File: src/rtl/fsup_pkg.sv
package fsup_pkg;

    typedef enum logic [1:0] {
        TRIP_NONE = 2'd0,
        TRIP_UV   = 2'd1,
        TRIP_OV   = 2'd2
    } trip_e;

endpackage

File: src/rtl/fsup_ov_select.sv
module fsup_ov_select (
    input  logic fixed_sel,
    input  logic ov_ratio,
    input  logic ov_fixed,
    input  logic enable,
    output logic ov_hit
);

    logic picked;

    always_comb begin
        picked = fixed_sel ? ov_fixed : ov_ratio;
        ov_hit = enable && picked;
    end

endmodule

File: src/rtl/fsup_uv_qualifier.sv
module fsup_uv_qualifier #(
    parameter int UV_QUAL = 2,
    localparam int CNT_W  = $clog2(UV_QUAL + 1)
) (
    input  logic             uv_flag,
    input  logic             armed,
    input  logic [CNT_W-1:0] cnt_q,
    output logic [CNT_W-1:0] cnt_d,
    output logic             uv_trip
);

    localparam logic [CNT_W-1:0] LAST = CNT_W'(UV_QUAL - 1);
    localparam logic [CNT_W-1:0] TOP  = CNT_W'(UV_QUAL);

    always_comb begin
        cnt_d   = '0;
        uv_trip = 1'b0;
        if (armed && uv_flag) begin
            cnt_d   = (cnt_q >= TOP) ? TOP : cnt_q + 1'b1;
            uv_trip = (cnt_q >= LAST);
        end
    end

endmodule

File: src/rtl/fsup_phase_limit.sv
module fsup_phase_limit #(
    parameter int NUM_PHASES = 3
) (
    input  logic [NUM_PHASES-1:0] oc_flag,
    input  logic                  running,
    output logic [NUM_PHASES-1:0] limit_d
);

    for (genvar p = 0; p < NUM_PHASES; p++) begin : g_phase
        always_comb begin
            limit_d[p] = running && oc_flag[p];
        end
    end

endmodule

File: src/rtl/vout_fault_supervisor.sv
module vout_fault_supervisor
    import fsup_pkg::*;
#(
    parameter int NUM_PHASES = 3,
    parameter int UV_QUAL    = 2
) (
    input  logic                  clk,
    input  logic                  rst_n,
    input  logic                  supply_ok,
    input  logic                  out_en,
    input  logic                  uv_flag,
    input  logic                  ov_ratio,
    input  logic                  ov_fixed,
    input  logic                  ovp_fixed_sel,
    input  logic [NUM_PHASES-1:0] oc_flag,
    output logic                  fault_o,
    output logic                  all_off_o,
    output logic                  crowbar_o,
    output logic [NUM_PHASES-1:0] limit_o
);

    localparam int CNT_W = $clog2(UV_QUAL + 1);

    typedef struct packed {
        trip_e                 trip;
        logic [CNT_W-1:0]      uv_cnt;
        logic                  fault;
        logic                  all_off;
        logic                  crowbar;
        logic [NUM_PHASES-1:0] limit;
    } sup_state_t;

    sup_state_t st_d, st_q;

    logic                  enable;
    logic                  ov_hit;
    logic                  uv_trip;
    logic                  uv_armed;
    logic [CNT_W-1:0]      uv_cnt_d;
    logic                  running_d;
    logic [NUM_PHASES-1:0] limit_d;
    trip_e                 trip_d;

    always_comb begin
        enable   = supply_ok && out_en;
        uv_armed = enable && (st_q.trip == TRIP_NONE);
    end

    fsup_ov_select u_ov_select (
        .fixed_sel (ovp_fixed_sel),
        .ov_ratio  (ov_ratio),
        .ov_fixed  (ov_fixed),
        .enable    (enable),
        .ov_hit    (ov_hit)
    );

    fsup_uv_qualifier #(
        .UV_QUAL (UV_QUAL)
    ) u_uv_qual (
        .uv_flag (uv_flag),
        .armed   (uv_armed),
        .cnt_q   (st_q.uv_cnt),
        .cnt_d   (uv_cnt_d),
        .uv_trip (uv_trip)
    );

    // Next trip state: over-voltage outranks under-voltage in every state.
    always_comb begin
        trip_d = st_q.trip;
        if (!enable) begin
            trip_d = TRIP_NONE;
        end else begin
            unique case (st_q.trip)
                TRIP_NONE: begin
                    if (ov_hit)       trip_d = TRIP_OV;
                    else if (uv_trip) trip_d = TRIP_UV;
                end
                TRIP_UV: begin
                    if (ov_hit)       trip_d = TRIP_OV;
                end
                TRIP_OV: begin
                    trip_d = TRIP_OV;
                end
                default: trip_d = TRIP_NONE;
            endcase
        end
        running_d = enable && (trip_d == TRIP_NONE);
    end

    fsup_phase_limit #(
        .NUM_PHASES (NUM_PHASES)
    ) u_phase_limit (
        .oc_flag (oc_flag),
        .running (running_d),
        .limit_d (limit_d)
    );

    always_comb begin
        st_d         = st_q;
        st_d.trip    = trip_d;
        st_d.uv_cnt  = (trip_d == TRIP_NONE) ? uv_cnt_d : '0;
        st_d.fault   = (trip_d != TRIP_NONE);
        st_d.crowbar = (trip_d == TRIP_OV);
        st_d.all_off = !enable || (trip_d == TRIP_UV);
        st_d.limit   = limit_d;
    end

    always_ff @(posedge clk or negedge rst_n) begin
        if (!rst_n) begin
            st_q.trip    <= TRIP_NONE;
            st_q.uv_cnt  <= '0;
            st_q.fault   <= 1'b0;
            st_q.all_off <= 1'b1;
            st_q.crowbar <= 1'b0;
            st_q.limit   <= '0;
        end else begin
            st_q <= st_d;
        end
    end

    always_comb begin
        fault_o   = st_q.fault;
        all_off_o = st_q.all_off;
        crowbar_o = st_q.crowbar;
        limit_o   = st_q.limit;
    end

endmodule

File: config.mk
export PLATFORM = sky130hd
export DESIGN_NAME = vout_fault_supervisor
export DESIGN_NICKNAME = d
export VERILOG_FILES = /design/src/rtl/fsup_pkg.sv /design/src/rtl/fsup_ov_select.sv /design/src/rtl/fsup_uv_qualifier.sv /design/src/rtl/fsup_phase_limit.sv /design/src/rtl/vout_fault_supervisor.sv
export SDC_FILE = /design/constraint.sdc
export NUM_CORES = 1
export LEC_CHECK = 0
export CORE_AREA = 2 2 39 41
export DETAILED_ROUTE_END_ITERATION = 16
export DIE_AREA = 0 0 41 43
export PLACE_DENSITY = 0.71
export SYNTH_ARGS = -nofsm -noshare
export SYNTH_HDL_FRONTEND = slang
export SYNTH_HIERARCHICAL = 1
export SYNTH_SLANG_ARGS = --single-unit
File: constraint.sdc
create_clock -name clk -period 2.58 [get_ports clk]
set_input_delay 0.387 -clock clk [delete_from_list [all_inputs] [get_ports clk]]
set_output_delay 0.387 -clock clk [all_outputs]
set_load 0.05 [all_outputs]
# After elaboration in Yosys (flattened, before gate mapping)
# Index checks and enable logic that the tools add are counted.
# word_totals
ff_bits,10
latchBits,0
ram_bits,0
rom_bits,0
inputBits,11
elab_cells,36
n_memories,0
# classes
addsub,1
mul,0
div,0
order_cmp,2
n_eq_ne,4
n_shift,0
mux,10
bitwise,0
n_reduce_logical,13
# op_table
cell,n
2-bit two-way mux,7
1-bit logical AND,8
2-bit case mux with 3 select lines,1
"2-bit by 1-bit == test with 1-bit output, second input constant",2
"2-bit == test, second input constant",2
2-bit logical NOT,2
"2-bit by 1-bit adder with 2-bit output, second input constant",1
"2-bit by 1-bit greater-or-equal comparator with 1-bit output, second input constant",1
"2-bit greater-or-equal comparator, second input constant",1
1-bit two-way mux,2
2-bit nonzero test,1
1-bit logical NOT,1
1-bit logical OR,1

# Logic depth before layout (Yosys ltp)
# Gate-level depths: netlist (run 1).
# logic_depth
ltp_word,11
depth_mapped,6
depth_no_buf,6

# By module
# The synthesis (run 1) kept the hierarchy.
# modules_own_cells
mod,instances,cells_each,area_each_um2
vout_fault_supervisor,1,31,374.1
fsup_uv_qualifier,1,3,30.0
fsup_phase_limit,1,3,18.8
fsup_ov_select,1,2,16.3

# Worst setup path before layout (run 1)
# Ideal clock, no wire load.
# synth_path
path_kind,input -> register
from,input port supply_ok
to,register st_q (netlist bit limit_o[0])
setup_time_ps,66
arrival_time_ps,1485
path_slack_ps,1029
cell_stages,6
cell_sequence,nand2_1 nor3_1 o211a_1 or4_4 a21oi_1 and2_1
# synth_between
elab_chain_cells,11
elab_cells_between_ends,13
classes_between,mux (6); reduce/logical (7)
# synth_rtl
item,line_no,text
start: declaration,vout_fault_supervisor.sv:9,"input logic supply_ok,"
1-bit logical AND,vout_fault_supervisor.sv:45,enable = supply_ok && out_en;
1-bit logical AND,vout_fault_supervisor.sv:46,uv_armed = enable && (st_q.trip == TRIP_NONE);
via uv_armed,vout_fault_supervisor.sv:38,logic uv_armed;
1-bit logical AND,fsup_uv_qualifier.sv:18,if (armed && uv_flag) begin
1-bit two-way mux,fsup_uv_qualifier.sv:18,
via uv_trip,vout_fault_supervisor.sv:37,logic uv_trip;
2-bit two-way mux,vout_fault_supervisor.sv:76,else if (uv_trip) trip_d = TRIP_UV;
2-bit two-way mux,vout_fault_supervisor.sv:75,if (ov_hit) trip_d = TRIP_OV;
2-bit case mux with 3 select lines,vout_fault_supervisor.sv:73,unique case (st_q.trip)
2-bit two-way mux,vout_fault_supervisor.sv:70,if (!enable) begin
2-bit logical NOT,vout_fault_supervisor.sv:87,running_d = enable && (trip_d == TRIP_NONE);
1-bit logical AND,vout_fault_supervisor.sv:87,
via running_d,vout_fault_supervisor.sv:40,logic running_d;
1-bit logical AND,fsup_phase_limit.sv:11,limit_d[p] = running && oc_flag[p];
via limit_d[0],vout_fault_supervisor.sv:41,logic [NUM_PHASES-1:0] limit_d;
end signal: assignment,vout_fault_supervisor.sv:117,st_q <= st_d;
end: declaration,vout_fault_supervisor.sv:33,"sup_state_t st_d, st_q;"
# The timed path passes the listed nets, and every way through them passes these cells.

# Worst setup path in the final report (run 1)
# layout_path
from,register st_q (netlist bit all_off_o)
to,output port all_off_o
# layout_rtl
item,line_no,text
end: declaration,vout_fault_supervisor.sv:17,"output logic all_off_o,"
# No word-level cell between the ends.

==> results of run 1 <==
cells in the final DEF, fill, tap and decap left out, drive strengths merged:
master         Yosys  final
clkdlybuf4s50      0     16
dfrtp              9      9
clkbuf             0      4
inv                3      3
a21oi              3      3
and2               3      3
nand2              2      2
a31oi              2      2
nor2               1      1
nor4               1      1
or2b               1      1
nand2b             1      1
or4                1      1
and3               1      1
o31ai              1      1
nor3               1      1
dfstp              1      1
mux2i              1      1
nor2b              1      1
and4bb             1      1
o211a              1      1
where the power goes:
group          switching, mW  internal [mW]
clock network         0.0536         0.0597
logic                 0.0268         0.0258
registers            0.00204          0.162
cells by family after synthesis:
kind of cell           count (synthesis)  synth area share, %
muxes                                  1                 2.28
DFF                                   10                 57.3
buffers and inverters                  7                 9.40
and+or+nand+nor                       14                 20.8
AOI/OAI and AO/OA                      7                 10.3
path summary, 6_finish.rpt:
kind / from / end
max: all_off_o / all_off_o
min in group clk: st_q[9] / st_q[8]
min reg2reg: st_q[9] / st_q[8]
max in group asynchronous: rst_n / all_off_o
min: rst_n / st_q[6]
max reg2reg: st_q[9] / limit_o[1]
state kept, by name (all words and copies together) (netlist names):
register / flops
all_off_o: 1
crowbar_o: 1
fault_o: 1
limit_o: 3
st_q: 4
routing by layer:
layer / up-vias / wire length, um / GRT usage (%) / part of all wire (%)
met5: - / 0 / 0 / 0
met4: 0 / 14 / 10.0 / 1.8
met3: 2 / 45 / 4.71 / 5.7
met2: 11 / 392 / 14.7 / 49
met1: 153 / 343 / 13.9 / 43
li1: 162 / - / - / -
area by class of cell:
type / count / area, um2 / share of cell area [%]
multi-input cells: 22 / 146 / 23.8
repair buffers: 16 / 160 / 26.0
clock buffers: 4 / 26.3 / 4.27
well taps: 16 / 20.0 / 3.25
flip-flops and latches: 10 / 251 / 40.9
inverters: 3 / 11.3 / 1.83
through the flow:
stage,hold slack [ps],instances
after floorplan,91.4,39
final,434,71
after global routing,474,71
after global placement,547,67
after detailed placement,550,67
after CTS,443,71
==> results.md, run 1 <==
* Wire length of the first global-routing pass at ~1200 um
* Chip Width at 41 um
* Utilization after layout at ~44%
* Buffers plus inverters on the worst setup path at 1
* TritonCTS Buffers at 3
* Arrival time reported for the critical path endpoint at 1560 ps
* Final count of negative-setup-slack endpoints at 0
* Flip-flop cell with the highest count after synthesis: sky130_fd_sc_hd__dfrtp_1
* Worst VDD drop at slightly above 200 uV
* Largest buffer count on any clock path at 2
* Post-synth ARST share at between 90% and 100%
* Cell Area, Placed at 589 um2
* Setup repair after global routing missed its margin: no
* Pre-Repair DR Iteration Count at 4
* WS Path Type: flop to primary output
* Number of antenna cells inserted at 0
* Initial core utilization at 31.7%
* Overall die height at 43 um
* TritonCTS sink count at 10
* Crit path max fanout at 1
* Buffers added on ports at 16
* Post-synthesis sequential area ratio at a little under three fifths
* Classification of the worst-slack hold path: input port to asynchronous set/reset pin
* Critical path cell sequence: clkdlybuf4s50_1
* Clock Root Buffer: sky130_fd_sc_hd__clkbuf_4
* Syn nets at 50
* Run status: finished clean
* Clock tree from TritonCTS: yes
* Die ar. at 1760 um2
* Average routed wire per standard cell at around 11 um
* P per Cell Area at 536 nW/um2
* Data required time at the worst endpoint at ~2200 ps
* Relative slew margins at 66.9%
* Post-synthesis to final-layout area growth at 40.2%
* Slew of the pin with the lowest slew margin at slightly below 500 ps
* Gp weighted congestion at approximately 0.70
* Total number of placement rows at 14
* CTS clock-pin slew for the worst setup and hold paths at roughly 70 ps
* Area of the core at about 1400 um2
* Number of max-slew violations in the final report at 0
* Total Wirelength at a little under 800 um
* Cell type contributing the most total cell area after synthesis: sky130_fd_sc_hd__dfrtp_1
* Vias after detailed routing at between 300 and 400
* Leakage Power at 0.287 nW
* Top post-synthesis cells by count: 9 x sky130_fd_sc_hd__dfrtp_1, 4 x sky130_fd_sc_hd__buf_4, 3 x sky130_fd_sc_hd__a21oi_1, 3 x sky130_fd_sc_hd__and2_1, 3 x sky130_fd_sc_hd__inv_1
* Worst-case setup margin in the final layout at about 630 ps
* Most common cell in the netlist: sky130_fd_sc_hd__dfrtp_1
* Number of hold violations in the final report at 0
* Element type at the critical path start: flop
* Number of enable flip-flop cells after synthesis at 0
* Setup_tns at 0 ps
* Endpoint type of the worst setup path: primary output
* Vias in the first global route at 301
* Post-synthesis instance area at 439 um2
* Reg2Reg Setup Slack at slightly below 1000 ps
* Io pins at 17
* Count of nets after finishing at 67
* Layout fillers at 148
* Finished Cell Area at about 620 um2
* Area share of the largest cell type after synthesis at approximately 51%
* Final cycle utilization of the critical path at between 70% and 80%
* Synthesis warning total at 6
* Number of DRC violations after detailed-routing iteration 0 at 1
* Post-Place Worst Slack at roughly 410 ps
* Peak clock frequency supported by timing at slightly above 500 MHz
* Global router's overall resource usage at 11.4%
* Cts hold-fix bufs at 0
* Master of the slowest instance on the critical path: sky130_fd_sc_hd__clkdlybuf4s50_1
* Number of setup buffers added after CTS at 0
* Cell depth of the worst setup path at 1
* Maximum number of pins on one net before global-route repair at 11
* Via/cell ratio at roughly 4.6
* Skew final at around 5.1 ps
* Dominant cells by area after synthesis: sky130_fd_sc_hd__dfrtp_1 51%, sky130_fd_sc_hd__buf_4 6.8%, sky130_fd_sc_hd__dfstp_2 6.0%
* Total DRC errors in the routed layout at 0
* Yosys reg bits at 10
* Path depth of the worst reg2reg path at 5
* CP top delay family: buffers and inverters
* Max Cap Viol at 0
* H-Tree Level Count at 1
* Number of antenna-violating nets in the routed design at 0
* Sum of overflow across all layers after global routing at 0
* Resize count post-CTS at 0
* Fraction of layout instances using a drive strength above 1 at 10.9%
* CP max stage delay at between 700 and 800 ps
* Worst-Skew Late Latency at approximately 260 ps
* Post-layout minimum cycle time at roughly 2000 ps
* Overall power after layout at 330 uW
* Count of cell types in the netlist at 20
* Avg Synthesized Cell Area at roughly 11 um2
* Antenna violations before repair at 0
* Number of instances in the synthesized netlist at 39
Note: power is estimated with default switching activity, not from simulation.
==> run 2, diff against run 1 <==
- clock period: 2.58 -> 2 ns (I/O delays scaled with it)
==> results.md, run 2 (synthesis results as in run 1) <==
* Number of hold violations in the final report at 0
* Reg-to-Reg Start: st_q[9]
* Worst VDD drop at slightly below 300 uV
* Relative slew margins at 66.8%
* Number of setup buffers added after CTS at 0
* Vias after detailed routing at between 300 and 400
* Number of antenna cells inserted at 0
* Number of DRC violations after detailed-routing iteration 0 at 1
* Run status: finished clean
* Vias in the first global route at 323
* Average routed wire per standard cell at 10.1 um
* P per Cell Area at 714 nW/um2
* Setup_tns at 0 ps
* Post-synthesis to final-layout area growth at 47.6%
* Element type at the critical path start: flop
* Wire length of the first global-routing pass at 1230 um
* Total number of placement rows at 14
* Clock tree from TritonCTS: yes
* Io pins at 17
* Chip Width at between 40 and 50 um
* Post-layout minimum cycle time at between 1500 and 2000 ps
* Total DRC errors in the routed layout at 0
* Clock Root Buffer: sky130_fd_sc_hd__clkbuf_4
* Pre-Repair DR Iteration Count at 3
* Buffers plus inverters on the worst setup path at 1
* CP max stage delay at 790 ps
* Layout fillers at 142
* Peak clock frequency supported by timing at ~540 MHz
* Leading cell types in the layout, fill and taps excluded: 16 x sky130_fd_sc_hd__clkdlybuf4s50_1, 9 x sky130_fd_sc_hd__dfrtp_1
* Fraction of layout instances using a drive strength above 1 at between 10% and 20%
* Number of max-slew violations in the final report at 0
* Reg2Reg Setup Slack at around 400 ps
* Setup repair after global routing missed its margin: no
* Reg2reg end: limit_o[0]
* Number of antenna-violating nets in the routed design at 0
* Sum of overflow across all layers after global routing at 0
* Cts hold-fix bufs at 0
* Largest register FFs at 4
* H-Tree Level Count at 1
* Path depth of the worst reg2reg path at 5
* Largest buffer count on any clock path at 2
* Final cell count without fillers at 74
* Antenna violations before repair at 0
* Post-placement cell count at 70
* Register with the highest flop count: st_q
* Data required time at the worst endpoint at about 1700 ps
* Commonest non-fill, non-tap cell in the layout: sky130_fd_sc_hd__clkdlybuf4s50_1
* Arrival time reported for the critical path endpoint at 1570 ps
* Count of nets after finishing at 70
* TritonCTS Buffers at 3
* Classification of the worst-slack hold path: input port to asynchronous set/reset pin
* TritonCTS sink count at 10
* CP top delay family: buffers and inverters
* Final HPWL DP at between 500 and 600 um
* Total Wirelength at 747 um
* Resize count post-CTS at 0
* Final count of negative-setup-slack endpoints at 0
* Slew of the pin with the lowest slew margin at just under 500 ps
* Crit path max fanout at 1
* Skew final at 3.16 ps
* Overall die height at 43 um
* Endpoint type of the worst setup path: primary output
* Finished Cell Area at about 650 um2
* Worst-Skew Late Latency at approximately 260 ps
* Max Cap Viol at 0
* Die ar. at 1760 um2
* Cell Area, Placed at 612 um2
* Leakage Power at 0.308 nW
* Gp weighted congestion at slightly below 0.8
* Global router's overall resource usage at around 11%
* WS Path Type: flop to primary output
* Via/cell ratio at between 4 and 5
* CTS clock-pin slew for the worst setup and hold paths at about 70 ps
* Buffers added on ports at 16
* Master of the slowest instance on the critical path: sky130_fd_sc_hd__clkdlybuf4s50_1
* Overall power after layout at approximately 460 uW
* Area of the core at roughly 1400 um2
* Critical path cell sequence: clkdlybuf4s50_1
* Final cycle utilization of the critical path at between 90% and 100%
* Utilization after layout at between 40% and 50%
* Maximum number of pins on one net before global-route repair at 11
* Initial core utilization at 31.7%
## run 2: cell types whose count changed in the layout (fill, tap and decap cells not counted)
cell	before	now
sky130_fd_sc_hd__buf_4	0	3
sky130_fd_sc_hd__clkbuf_1	1	0
sky130_fd_sc_hd__clkbuf_8	0	1
## run 2: per-stage QoR
stage / hold WS (ps) / setup slack, ps
finish: 353 / 131
global route: 394 / 100
CTS: 360 / 119
detailed placement: 524 / 34.6
global placement: 528 / 53.8
floorplan: 4.41 / 536
## run 2: final cells by class
type	instances	area [um2]	share of cell area, %
timing repair buffer	19	183	28.2
inverter	3	11.3	1.74
clock buffer	4	36.3	5.60
tap	16	20.0	3.09
multi-input combinational	22	146	22.6
sequential	10	251	38.8
## run 2: report_power, final
part	internal, mW	switching [mW]	total, mW
combinational	0.0368	0.0350	0.0718
clock	0.110	0.0692	0.180
sequential	0.209	0.00244	0.212
total	0.356	0.107	0.463
## run 2: worst max-delay path by stage
| stage | startpoint | end | depth (start not counted) |
|---|---|---|---|
| 5_1_grt | all_off_o | all_off_o | 1 |
| 3_3_place_gp | supply_ok | limit_o[1] | 7 |
| 4_1_cts | all_off_o | all_off_o | 1 |
| 6_report | all_off_o | all_off_o | 1 |
| 3_5_place_dp | out_en | limit_o[0] | 7 |
| 2_1_floorplan | supply_ok | limit_o[0] | 6 |
## run 2: metal layers
metal  part of all wire, %  global-route usage, %  wire length, um
met5                     0                      0                0
met2                    49                   15.3              368
met3                   5.2                   4.71               39
met1                    44                   12.3              325
met4                   1.9                   8.00               14
==> run 3, diff against run 2 <==
- CTS_CLUSTER_SIZE: not set -> 12
==> results of run 3 <==
Same layout as run 2: the final DEF is identical, and so are final timing and power.
